## src/rtl/acq_sync_pkg.sv

```systemverilog
package acq_sync_pkg;
  localparam int TRIG_LINES   = 8;
  localparam int SEL_W        = $clog2(TRIG_LINES);
  // control register field positions
  localparam int SYNC_EN_BIT  = 23;
  localparam int SYNC_SEL_LSB = 20;
  localparam int ACQ_EN_BIT   = 19;
  localparam int ACQ_SEL_LSB  = 16;
  // buffer control word
  localparam int BUF_CLR_BIT  = 9;

  typedef struct packed {
    logic             en;
    logic [SEL_W-1:0] sel;
  } arm_cfg_t;
endpackage

```

## src/rtl/trig_edge_detect.sv

```systemverilog
module trig_edge_detect #(
  parameter int LINES = 8
) (
  input  logic             clk,
  input  logic             rst,
  input  logic [LINES-1:0] trig_async,
  output logic [LINES-1:0] rise
);
  generate
    for (genvar i = 0; i < LINES; i++) begin : g_line
      logic meta_q, sync_q, prev_q;
      always_ff @(posedge clk) begin
        if (rst) begin
          meta_q <= 1'b0;
          sync_q <= 1'b0;
          prev_q <= 1'b0;
        end else begin
          meta_q <= trig_async[i];
          sync_q <= meta_q;
          prev_q <= sync_q;
        end
      end
      assign rise[i] = sync_q & ~prev_q;
    end
  endgenerate
endmodule

```

## src/rtl/oneshot_arm.sv

```systemverilog
module oneshot_arm
  import acq_sync_pkg::*;
#(
  parameter int LINES = TRIG_LINES
) (
  input  logic             clk,
  input  logic             rst,
  input  arm_cfg_t         cfg,
  input  logic             arm_cmd,
  input  logic [LINES-1:0] rise,
  output logic             fire
);
  logic armed_q;

  assign fire = armed_q & rise[cfg.sel];

  always_ff @(posedge clk) begin
    if (rst) begin
      armed_q <= 1'b0;
    end else if (arm_cmd && cfg.en) begin
      armed_q <= 1'b1;
    end else if (fire) begin
      armed_q <= 1'b0;
    end
  end
endmodule

```

## src/rtl/decim_counter.sv

```systemverilog
module decim_counter #(
  parameter int DECIM = 64
) (
  input  logic clk,
  input  logic rst,
  input  logic clr,
  output logic clr_pulse,
  output logic tick
);
  localparam int CNT_W = $clog2(DECIM);
  localparam logic [CNT_W-1:0] LAST = CNT_W'(DECIM - 1);

  logic [CNT_W-1:0] cnt_q;

  always_ff @(posedge clk) begin
    if (rst) begin
      cnt_q     <= '0;
      tick      <= 1'b0;
      clr_pulse <= 1'b0;
    end else if (clr) begin
      cnt_q     <= '0;
      tick      <= 1'b0;
      clr_pulse <= 1'b1;
    end else begin
      clr_pulse <= 1'b0;
      tick      <= (cnt_q == LAST);
      cnt_q     <= (cnt_q == LAST) ? '0 : cnt_q + 1'b1;
    end
  end
endmodule

```

## src/rtl/buf_ptr_gen.sv

```systemverilog
module buf_ptr_gen #(
  parameter int SEGS  = 4,
  parameter int WORDS = 4,
  localparam int SEG_W  = $clog2(SEGS),
  localparam int WORD_W = $clog2(WORDS)
) (
  input  logic              clk,
  input  logic              rst,
  input  logic              tick,
  input  logic              start,
  input  logic              clr,
  output logic              capture,
  output logic              wr,
  output logic [SEG_W-1:0]  seg,
  output logic [WORD_W-1:0] word
);
  localparam logic [SEG_W-1:0]  SEG_LAST  = SEG_W'(SEGS - 1);
  localparam logic [WORD_W-1:0] WORD_LAST = WORD_W'(WORDS - 1);

  logic              pend_q;
  logic [SEG_W-1:0]  nseg_q;
  logic [WORD_W-1:0] nword_q;
  logic [SEG_W-1:0]  base_seg, adv_seg;
  logic [WORD_W-1:0] base_word, adv_word;

  always_comb begin
    base_seg  = capture ? nseg_q  : '0;
    base_word = capture ? nword_q : '0;
    if (base_word == WORD_LAST) begin
      adv_word = '0;
      adv_seg  = (base_seg == SEG_LAST) ? '0 : base_seg + 1'b1;
    end else begin
      adv_word = base_word + 1'b1;
      adv_seg  = base_seg;
    end
  end

  always_ff @(posedge clk) begin
    if (rst) begin
      pend_q  <= 1'b0;
      capture <= 1'b0;
      wr      <= 1'b0;
      seg     <= '0;
      word    <= '0;
      nseg_q  <= '0;
      nword_q <= '0;
    end else begin
      wr <= 1'b0;
      if (start && !capture) pend_q <= 1'b1;
      if (tick && (pend_q || capture)) begin
        wr      <= 1'b1;
        capture <= 1'b1;
        pend_q  <= 1'b0;
        seg     <= base_seg;
        word    <= base_word;
        nseg_q  <= adv_seg;
        nword_q <= adv_word;
      end
      if (clr) begin
        nseg_q  <= '0;
        nword_q <= '0;
      end
    end
  end
endmodule

```

## src/rtl/acq_sync_ctrl.sv

```systemverilog
module acq_sync_ctrl
  import acq_sync_pkg::*;
#(
  parameter int DECIM = 64,
  parameter int SEGS  = 4,
  parameter int WORDS = 4,
  localparam int SEG_W  = $clog2(SEGS),
  localparam int WORD_W = $clog2(WORDS)
) (
  input  logic              clk,
  input  logic              rst,
  input  logic [7:0]        trig_in,
  input  logic              cfg_wr,
  input  logic [31:0]       cfg_wdata,
  input  logic              buf_ctl_wr,
  input  logic [31:0]       buf_ctl_wdata,
  input  logic              sync_arm,
  input  logic              acq_arm,
  output logic              dec_rst,
  output logic              sample_tick,
  output logic              capture_en,
  output logic              blk_wr,
  output logic [SEG_W-1:0]  seg_ptr,
  output logic [WORD_W-1:0] word_ptr
);
  arm_cfg_t              sync_cfg_q, acq_cfg_q;
  logic [TRIG_LINES-1:0] rise;
  logic                  sync_fire, acq_fire, buf_clr;
  logic                  unused_bits;

  assign unused_bits = ^{cfg_wdata[31:24], cfg_wdata[15:0],
                         buf_ctl_wdata[31:BUF_CLR_BIT+1], buf_ctl_wdata[BUF_CLR_BIT-1:0]};

  always_ff @(posedge clk) begin
    if (rst) begin
      sync_cfg_q <= '0;
      acq_cfg_q  <= '0;
    end else if (cfg_wr) begin
      sync_cfg_q <= '{en: cfg_wdata[SYNC_EN_BIT], sel: cfg_wdata[SYNC_SEL_LSB +: SEL_W]};
      acq_cfg_q  <= '{en: cfg_wdata[ACQ_EN_BIT],  sel: cfg_wdata[ACQ_SEL_LSB +: SEL_W]};
    end
  end

  assign buf_clr = buf_ctl_wr & buf_ctl_wdata[BUF_CLR_BIT];

  trig_edge_detect #(.LINES(TRIG_LINES)) u_edge (
    .clk(clk), .rst(rst), .trig_async(trig_in), .rise(rise)
  );

  oneshot_arm u_sync_arm (
    .clk(clk), .rst(rst), .cfg(sync_cfg_q), .arm_cmd(sync_arm), .rise(rise), .fire(sync_fire)
  );

  oneshot_arm u_acq_arm (
    .clk(clk), .rst(rst), .cfg(acq_cfg_q), .arm_cmd(acq_arm), .rise(rise), .fire(acq_fire)
  );

  decim_counter #(.DECIM(DECIM)) u_decim (
    .clk(clk), .rst(rst), .clr(sync_fire), .clr_pulse(dec_rst), .tick(sample_tick)
  );

  buf_ptr_gen #(.SEGS(SEGS), .WORDS(WORDS)) u_ptr (
    .clk(clk), .rst(rst), .tick(sample_tick), .start(acq_fire), .clr(buf_clr),
    .capture(capture_en), .wr(blk_wr), .seg(seg_ptr), .word(word_ptr)
  );
endmodule

```

## config.mk

```make
export PLATFORM = sky130hd
export DESIGN_NAME = acq_sync_ctrl
export DESIGN_NICKNAME = d
export VERILOG_FILES = /design/src/rtl/acq_sync_pkg.sv /design/src/rtl/trig_edge_detect.sv /design/src/rtl/oneshot_arm.sv /design/src/rtl/decim_counter.sv /design/src/rtl/buf_ptr_gen.sv /design/src/rtl/acq_sync_ctrl.sv
export SDC_FILE = /design/constraint.sdc
export NUM_CORES = 1
export LEC_CHECK = 0
export CORE_ASPECT_RATIO = 0.6
export CORE_MARGIN = 4
export CORE_UTILIZATION = 35
export DETAILED_ROUTE_END_ITERATION = 12
export DONT_BUFFER_PORTS = 1
export PLACE_DENSITY = 0.5
export SLEW_MARGIN = 25
export SYNTH_ARGS = -nofsm -noshare
export SYNTH_HDL_FRONTEND = slang
export SYNTH_SLANG_ARGS = --single-unit
export TNS_END_PERCENT = 20
```

## constraint.sdc

```tcl
create_clock -name clk -period 2.5 [get_ports clk]
set_input_delay 0.125 -clock clk [delete_from_list [all_inputs] [get_ports clk]]
set_output_delay 0.125 -clock clk [all_outputs]
set_load 0.05 [all_outputs]
```

==> qor.yml, run 1 <==
status: "completed"
tightest_slew_ns: 0.671
cap_viol_max_count: 0
syn_nets: 262
crit_start: "u_ptr.capture$_SDFFE_PP0P_"
drv_slew: 0
p_leak_nw: 0.860
diodes: 0
p_clk_share_pct: 32.7
r2r-start: "u_ptr.capture$_SDFFE_PP0P_"
track_usage_pct: 11.4
post_cts_buffers: 0
synth-edff-count: 0
synthSimpleGateAreaFrac_pct: 23.2
drc_errors: 0
cp_max_fo: 12
reg2reg_slack_ns: 0.88
p_comb_share_pct: 6.9
start_util_pct: 37.1
synth_flop_cell: "dfxtp_1"
firstDrtPassIters: 6
fillers: 495
synth_xor_area_share_pct: 1.82
vias: 1291
synth_area_leaders: "dfxtp_1 (55%), nor2b_1 (8.5%), mux2i_1 (5.7%)"
internal_power_w: 0.00116
hp-start: "cfg_wdata[22]"
clock.fmax_ghz: 0.619
cts_max_level: 2
cp_top_family: "simple AND/OR/NAND/NOR gates"
whs_ns: 0.00431
swShare_pct: 21.6
num_io_pins: 86
crit_required_ns: 2.74
drtAntennaViolNets: 0
overflow: 0
hold_path_class: "primary input to flip-flop"
fin_skew_ns: 0.0124
synth_cell_type_count: 29
dp.cells: 243
synthArstFlopShare_pct: 0
synth_fa_ha_area_share_pct: 1.30
seqPwrFrac_pct: 60.4
irDropWorstVdd_mv: 0.206
crit_path_end_kind: "flip-flop"
gp_congestion: 0.730
yosysTopAreaCell: "dfxtp_1"
clock_latency_ns: 0.30
min_period_ns: 1.62
drive_above_1_share_pct: 7.28
core_sq_mm: 0.00518
critical_path.startpoint_type: "flip-flop"
die_w_microns: 104
die_y_microns: 65.4
layout.nets: 286
cts_inserted_buffers: 5
final_util_pct: 44.7
power_density_mw_per_mm2: 638
post_cts_resized: 0
cp_cell_sequence: "buf_4 > and2_1 > ha_1 > nand3_1 > or3_1 > a21oi_1"
synth.avg_cell_area_sq_um: 10.6
grt_pass1_vias: 1311
synthDominantCellAreaShare_pct: 55.2
path_class: "flip-flop to flip-flop"
synth-warning-count: 0
synth_mux_area_share_pct: 10.4
rsz0062_at_grt: "false"
drt_iter0_markers: 28
dp_hpwl_microns: 2360
slew_headroom_pct: 55.0
worst-endpoint-arrival_ns: 1.86
ys_ff_latch: 53
fin_crit_sh_pct: 64.7
layout.cells.non_filler: 272
port-buffer-count: 0
syn_inst: 182
num_rows: 20
grt_pass1_wl_microns: 6070
p_total_w: 0.00148
cts_num_sinks: 53
synth_compound_area_share_pct: 6.64
setup_viol: 0
area.growth.synth_to_final_pct: 20.4
synth_top_family_by_area: "simple AND/OR/NAND/NOR gates"
crit_slowest_cell: "dfxtp_1"
cts_tree: "done"
critPathBufInv: 1
dieArea_sq_mm: 0.00678
cts-root-buf: "clkbuf_8"
yosysSeqAreaShare_pct: 55.2
hold_viol: 0
cts-hold-fix-buffers: 22
cp_slowest_stage_delay_ns: 0.34
wirelength_microns: 3530
cts_buffer_depth: 2
switchingPower_w: 0.000319
antenna_found_initial: 0
clkSlewWorstSetupHoldPaths_ns: 0.09
setup_tns_ns: 0
viasPerCell: 4.75
avgRoutedWirePerCell_microns: 13.0
syn-cell-area_sq_mm: 0.00192
grt_max_degree: 49
## cells in the mapped netlist, types with 2 or more instances
master	instances
dfxtp_1	53
nor2b_1	26
nor2_1	13
nand2_1	12
mux2i_1	11
nand2b_1	11
a21oi_1	7
clkbuf_1	7
nand3_1	6
mux4_2	4
nor3_1	3
nor4_1	3
o21ai_0	3
xor2_1	3
a211o_1	2
and2_1	2
and3_1	2
ha_1	2
o22ai_1	2
## final cells by class
type,count,area (sq um),area share [%]
clock buffer,6,82.6,3.57
sequential,53,1060,45.9
tap,66,82.6,3.57
multi-input combinational,122,835,36.1
clock inverter,1,7.51,0.324
timing repair buffer,24,245,10.6
## state kept, by name (all words and copies together) (netlist names)
signal and count:
u_edge.g_line.prev_q 8, u_edge.g_line.meta_q 8, sync_cfg_q 4, u_ptr.capture 1, acq_cfg_q 4, u_acq_arm.armed_q 1
u_edge.g_line.sync_q 8, u_decim.cnt_q 6, u_ptr.wr 1, u_ptr.pend_q 1, u_decim.tick 1, u_ptr.nword_q 2
u_ptr.nseg_q 2, u_ptr.seg 2, u_decim.clr_pulse 1, u_sync_arm.armed_q 1, u_ptr.word 2
## worst paths after layout
| path | to | cells after the start |
|---|---|---|
| worst max-delay path | u_ptr.nseg_q[1]$_SDFFE_PP0P_ | 6 |
| worst min-delay path | sync_cfg_q[2]$_SDFFE_PP0P_ | 2 |
| worst max register to register | u_ptr.nseg_q[1]$_SDFFE_PP0P_ | 6 |
| worst min register to register | u_edge.g_line[5].sync_q$_SDFF_PP0_ | 1 |
## power by group through the flow
stage	Clock (W)	Combinational (W)	Sequential [W]
global route	0.000544	0.000114	0.000896
floorplan	0	0.0000626	0.000905
finish	0.000483	0.000102	0.000891
global placement	0	0.0000557	0.000909
CTS	0.000496	0.000103	0.000891
detailed placement	0	0.0000577	0.000911
## stage by stage
step	setup slack, ns	area, sq um
finish	0.883	2310
CTS	0.884	2310
floorplan	0.636	1920
global placement	0.968	1990
detailed placement	0.908	1990
global route	0.754	2310
## routing by layer
layer / track usage [%] / vias up / part of all wire, %
li1: - / 662 / -
met1: 15.8 / 600 / 54
met2: 15.6 / 24 / 39
met3: 4.91 / 5 / 5.8
met4: 4.15 / 0 / 1.1
met5: 0 / - / 0
## logic make-up after synthesis
group / count (synthesis)
mux: 15
fa+ha+maj: 2
xor+xnor: 4
flops: 53
buf+inv: 7
simple gates: 82
compound gates: 19
## layout by cell type (no fill, tap or decap), types with 2 or more instances in the layout
cell / n
buf_4: 2
dfxtp_1: 53
nor2_1: 13
nor2b_1: 26
nand3_1: 6
mux4_2: 4
a211o_1: 2
xor2_1: 3
and2_1: 2
a21oi_1: 7
ha_1: 2
mux2i_1: 11
nand2_1: 12
nor3_1: 3
o22ai_1: 2
dlygate4sd3_1: 21
o21ai_0: 3
clkbuf_8: 6
and3_1: 2
nor4_1: 3
nand2b_1: 11
Power figures use the tool's default switching activity.
==> inputs of run 2 (changes only) <==
Clock period 2.5 ns to 1.64 ns, I/O delays scaled along.
==> run 2 against run 1 <==
Total power rose by 54%. Clock-buffer cell count fell by 1. Via count rose by 3.1%. Die area did not move. First-iteration DRC count rose by 96%. Sequential power rose by 53%. Worst setup slack got worse by 0.80 ns. Sequential share of layout area fell by 1.9 points. Cell area rose by 4.4%. Wire length rose by 8.2%.
==> qor.yml, run 2 (synthesized netlist as in run 1, its figures left out) <==
status: "completed"  # unchanged
crit_required_ns: 1.89  # was 2.74 ns
clkSlewWorstSetupHoldPaths_ns: 0.10  # was 0.09 ns
cts-root-buf: "clkbuf_8"  # unchanged
irDropWorstVdd_mv: 0.375  # was 0.206 mV
path_class: "flip-flop to flip-flop"  # unchanged
tightest_slew_ns: 0.482  # was 0.671 ns
gp_congestion: 0.799  # was 0.730
die_y_microns: 65.4  # unchanged
final_area_sq_mm: 0.00242  # was 0.00231 sq mm
crit_path_end_kind: "flip-flop"  # unchanged
die_w_microns: 104  # unchanged
mostFrequentLayoutCells: "dfxtp_1 (52), dlygate4sd3_1 (27), nor2b_1 (26)"  # was dfxtp_1 (53), nor2b_1 (26), dlygate4sd3_1 (21)
num_io_pins: 86  # unchanged
layout.nets: 297  # was 286
num_rows: 20  # unchanged
place_worst_setup_slack_ns: 0.0948  # was 0.908 ns
wirelength_microns: 3820  # was 3530 microns
critical_path.startpoint_type: "flip-flop"  # unchanged
drtAntennaViolNets: 0  # unchanged
clock.fmax_ghz: 0.643  # was 0.619 GHz
cap_viol_max_count: 0  # unchanged
track_usage_pct: 12.2  # was 11.4%
vias: 1331  # was 1291
cts_tree: "done"  # unchanged
p_leak_nw: 0.912  # was 0.860 nW
core_sq_mm: 0.00518  # unchanged
firstDrtPassIters: 4  # was 6
drt_iter0_markers: 55  # was 28
drive_above_1_share_pct: 10.1  # was 7.28%
clock_latency_ns: 0.30  # about the same
grt_pass1_vias: 1336  # was 1311
min_period_ns: 1.55  # was 1.62 ns
drc_errors: 0  # unchanged
viasPerCell: 4.69  # was 4.75
cp_max_fo: 8  # was 12
overflow: 0  # unchanged
dieArea_sq_mm: 0.00678  # unchanged
start_util_pct: 37.1  # unchanged
final_common_cell: "dfxtp_1"  # unchanged
hold_viol: 0  # unchanged
rsz0062_at_grt: "false"  # unchanged
worst-endpoint-arrival_ns: 1.80  # was 1.86 ns
reg.largest.list: "u_edge.g_line.meta_q (8), u_edge.g_line.prev_q (8), u_edge.g_line.sync_q (8)"  # unchanged
fin_crit_sh_pct: 94.8  # was 64.7%
area.growth.synth_to_final_pct: 25.7  # was 20.4%
hold_path_class: "primary input to flip-flop"  # unchanged
placement.cell_area_sq_mm: 0.00203  # was 0.00199 sq mm
dp_hpwl_microns: 2630  # was 2360 microns
avgRoutedWirePerCell_microns: 13.4  # was 13.0 microns
power_density_mw_per_mm2: 940  # was 638 mW/mm^2
setup_tns_ns: 0  # unchanged
setup_viol: 0  # unchanged
fin_skew_ns: 0.0104  # was 0.0124 ns
antenna_found_initial: 0  # unchanged
diodes: 0  # unchanged
cts_max_level: 2  # unchanged
drv_slew: 0  # unchanged
grt_max_degree: 50  # was 49
cts_buffer_depth: 2  # unchanged
setup_ws_ns: 0.0859  # was 0.883 ns
grt_pass1_wl_microns: 6550  # was 6070 microns
cts_inserted_buffers: 5  # unchanged
slew_headroom_pct: 67.8  # was 55.0%
post_cts_resized: 0  # unchanged
port-buffer-count: 0  # unchanged
cts_num_sinks: 53  # unchanged
run 2: path summary, 6_finish.rpt:
| kind | endpoint | depth (start not counted) | slack (ns) | startpoint |
|---|---|---|---|---|
| setup / recovery | u_decim.clr_pulse$_SDFF_PP0_ | 3 | 0.09 | sync_cfg_q[0]$_SDFFE_PP0P_ |
| setup reg to reg | u_decim.clr_pulse$_SDFF_PP0_ | 3 | 0.09 | sync_cfg_q[0]$_SDFFE_PP0P_ |
| hold reg to reg | u_edge.g_line[5].sync_q$_SDFF_PP0_ | 1 | 0.45 | u_edge.g_line[5].meta_q$_SDFF_PP0_ |
| hold / removal | u_ptr.nword_q[1]$_SDFFE_PP0P_ | 2 | 0.04 | rst |
run 2: where the power goes:
group          internal [W]  leakage, nW  switching, W
logic              0.000109        0.433     0.0000622
registers           0.00133        0.434     0.0000272
clock network      0.000309       0.0447      0.000432
total               0.00175        0.912      0.000522
run 2: routing by layer:
metal / share of wire [%] / global-route usage (%) / up-vias
met5: 0 / 0 / -
met4: 0.76 / 3.65 / 0
met3: 5.7 / 5.10 / 4
met2: 40 / 17.8 / 33
met1: 53 / 16.6 / 605
li1: - / - / 689
run 2: stage by stage:
step                power [W]  hold WS, ns  utilization, %  std cells
detailed placement    0.00148        0.163            39.2        248
finish                0.00227       0.0362            46.6        284
CTS                   0.00229      0.00210            46.4        283
global placement      0.00147        0.157            39.2        248
floorplan             0.00148        0.210               -        182
global route          0.00239       0.0236            46.6        284
run 2: critical path, cell delays in order, from the launching register on:
cell and delay [ns]:
dfxtp_1 0.44, mux4_2 0.58, o22ai_4 0.32, nor2b_1 0.17
run 2: layout make-up:
class	instances	area (sq um)
fill	489	2760
sequential	53	1060
multi-input combinational	122	835
timing repair buffer	35	343
tap	66	82.6
clock buffer	5	68.8
clock inverter	3	25.0
run 2: what timing repair did:
| item | CTS | global route |
|---|---|---|
| buffers inserted | 0 | 0 |
| hold endpoints to repair | 48 | 1 |
| hold buffers | 27 | 1 |
==> inputs of run 3 (changes only) <==
Settings changed: CORE_ASPECT_RATIO 0.6 to default, MAX_ROUTING_LAYER from default to met4.
==> run 3 against run 2 <==
Sequential share of layout area fell by 0.45 points. Final cell count rose by 1.4%. Clock skew is 0.00089 ns lower. Critical path type unchanged. Clock-buffer cell count grew 2. Clock power is 21% higher. Hold slack got worse by 0.028 ns.
==> qor.yml, run 3 (synthesized netlist as in run 1, its figures left out) <==
wirelength_microns: 3710  # was 3820 microns
cts_tree: "done"  # unchanged
clkSlewWorstSetupHoldPaths_ns: 0.09  # was 0.10 ns
reg.largest.list: "u_edge.g_line.meta_q (8), u_edge.g_line.prev_q (8), u_edge.g_line.sync_q (8)"  # unchanged
post_cts_resized: 0  # unchanged
fin_skew_ns: 0.00954  # was 0.0104 ns
drtAntennaViolNets: 0  # unchanged
cp.depth: 4  # was 3
drv_slew: 0  # unchanged
track_usage_pct: 12.5  # was 12.2%
gp_congestion: 0.732  # was 0.799
crit_path_end_kind: "flip-flop"  # unchanged
fin_crit_sh_pct: 93.1  # was 94.8%
r2r-start: "u_edge.g_line[7].prev_q$_SDFF_PP0_"  # was sync_cfg_q[0]$_SDFFE_PP0P_
min_period_ns: 1.53  # was 1.55 ns
cts_max_level: 2  # unchanged
rsz0062_at_grt: "false"  # unchanged
overflow: 0  # unchanged
die_w_microns: 82.1  # was 104 microns
final_common_cell: "dfxtp_1"  # unchanged
firstDrtPassIters: 4  # unchanged
grt_max_degree: 50  # unchanged
drive_above_1_share_pct: 10.1  # unchanged
cap_viol_max_count: 0  # unchanged
cp_top_family: "multiplexers"  # unchanged
clock_latency_ns: 0.30  # about the same
diodes: 0  # unchanged
drt_iter0_markers: 73  # was 55
critical_path.startpoint_type: "flip-flop"  # unchanged
dieArea_sq_mm: 0.00674  # was 0.00678 sq mm
start_util_pct: 36.9  # was 37.1%
p_total_w: 0.00242  # was 0.00227 W
crit_required_ns: 1.88  # was 1.89 ns
dp_hpwl_microns: 2430  # was 2630 microns
path_class: "flip-flop to flip-flop"  # unchanged
die_y_microns: 82.1  # was 65.4 microns
tightest_slew_ns: 0.486  # was 0.482 ns
worst_setup_path_endpoint: "u_decim.clr_pulse$_SDFF_PP0_"  # unchanged
cts_num_sinks: 53  # unchanged
worst-endpoint-arrival_ns: 1.76  # was 1.80 ns
area.growth.synth_to_final_pct: 27.0  # was 25.7%
critPathBufInv: 0  # unchanged
num_io_pins: 86  # unchanged
port-buffer-count: 0  # unchanged
fillers: 497  # was 489
crit_start: "u_edge.g_line[7].prev_q$_SDFF_PP0_"  # was sync_cfg_q[0]$_SDFFE_PP0P_
cts-root-buf: "clkbuf_8"  # unchanged
power_density_mw_per_mm2: 993  # was 940 mW/mm^2
p_leak_nw: 0.927  # was 0.912 nW
drc_errors: 0  # unchanged
hold_viol: 0  # unchanged
setup_viol: 0  # unchanged
irDropWorstVdd_mv: 0.527  # was 0.375 mV
cp_slowest_stage_delay_ns: 0.53  # was 0.58 ns
cts_buffer_depth: 2  # unchanged
layout.nets: 297  # unchanged
slew_headroom_pct: 67.6  # was 67.8%
grt_pass1_wl_microns: 6210  # was 6550 microns
cts_inserted_buffers: 5  # unchanged
core_sq_mm: 0.00520  # was 0.00518 sq mm
crit_slowest_cell: "mux4_2"  # unchanged
num_rows: 26  # was 20
avgRoutedWirePerCell_microns: 12.9  # was 13.4 microns
vias: 1359  # was 1331
viasPerCell: 4.72  # was 4.69
status: "completed"  # unchanged
r2r_end: "u_decim.clr_pulse$_SDFF_PP0_"  # unchanged
mostFrequentLayoutCells: "dfxtp_1 (52), nor2b_1 (26), dlygate4sd3_1 (26)"  # was dfxtp_1 (52), dlygate4sd3_1 (27), nor2b_1 (26)
antenna_found_initial: 0  # unchanged
cp_max_fo: 8  # unchanged
setup_tns_ns: 0  # unchanged
clock.fmax_ghz: 0.655  # was 0.643 GHz
reg2reg_slack_ns: 0.11  # was 0.09 ns
cp_cell_sequence: "nand2b_1 > mux4_2 > o22ai_4 > nor2b_1"  # was mux4_2 > o22ai_4 > nor2b_1
grt_pass1_vias: 1427  # was 1336
hold_path_class: "primary input to flip-flop"  # unchanged
worstRegToRegCells: 4  # was 3
run 3: final cells by class:
class,count,area (sq um),area share [%]
Clock inverter,1,30.0,1.23
Multi-Input combinational cell,122,835,34.2
Timing Repair Buffer,35,340,13.9
Clock buffer,7,86.3,3.54
Tap cell,70,87.6,3.59
Sequential cell,53,1060,43.5
run 3: per-stage QoR:
| stage | worst slack (ns) | utilization (%) | area, sq um | cells | hold slack [ns] |
|---|---|---|---|---|---|
| finish | 0.114 | 46.9 | 2440 | 288 | 0.00850 |
| global route | 0.0313 | 46.9 | 2440 | 288 | 0.00672 |
| CTS | 0.0878 | 46.9 | 2440 | 288 | 0.00276 |
| detailed placement | 0.120 | 39.3 | 2040 | 253 | 0.158 |
| global placement | 0.139 | 39.3 | 2040 | 253 | 0.159 |
| floorplan | 0.0199 | - | 1920 | 182 | 0.210 |
run 3: metal layers:
| layer | share of wire (%) | wire length, microns | track usage (%) |
|---|---|---|---|
| met5 | 0 | 0 | - |
| met4 | 1.6 | 58 | 5.48 |
| met3 | 4.8 | 179 | 3.15 |
| met2 | 48 | 1800 | 20.7 |
| met1 | 45 | 1670 | 14.3 |
run 3: worst register-to-register path: stages, from the launching register on:
cell and delay [ns]:
dfxtp_1 0.30, nand2b_1 0.15, mux4_2 0.53, o22ai_4 0.30
nor2b_1 0.18
run 3: worst min path at each step:
stage | slack (ns) | from | endpoint | depth (start not counted)
6_report | 0.009 | rst | u_ptr.nseg_q[1]$_SDFFE_PP0P_ | 2
5_1_grt | 0.007 | rst | u_ptr.nseg_q[1]$_SDFFE_PP0P_ | 2
4_1_cts | 0.003 | rst | u_ptr.pend_q$_SDFFE_PP0P_ | 2
3_5_place_dp | 0.16 | rst | u_ptr.word[0]$_SDFFE_PP0P_ | 1
3_3_place_gp | 0.16 | rst | u_ptr.seg[1]$_SDFFE_PP0P_ | 1
2_1_floorplan | 0.21 | trig_in[0] | u_edge.g_line[0].meta_q$_SDFF_PP0_ | 1
run 3: what timing repair did:
action / CTS / global route
endpoints found under the hold margin: 48 / 0
hold buffers: 27 / 0
setup buffers: 0 / 0
run 3: power by group:
part	switching [W]	internal (W)	total [W]
combinational	0.0000599	0.000107	0.000167
clock	0.000402	0.000498	0.000900
sequential	0.0000259	0.00133	0.00136
total	0.000488	0.00194	0.00242
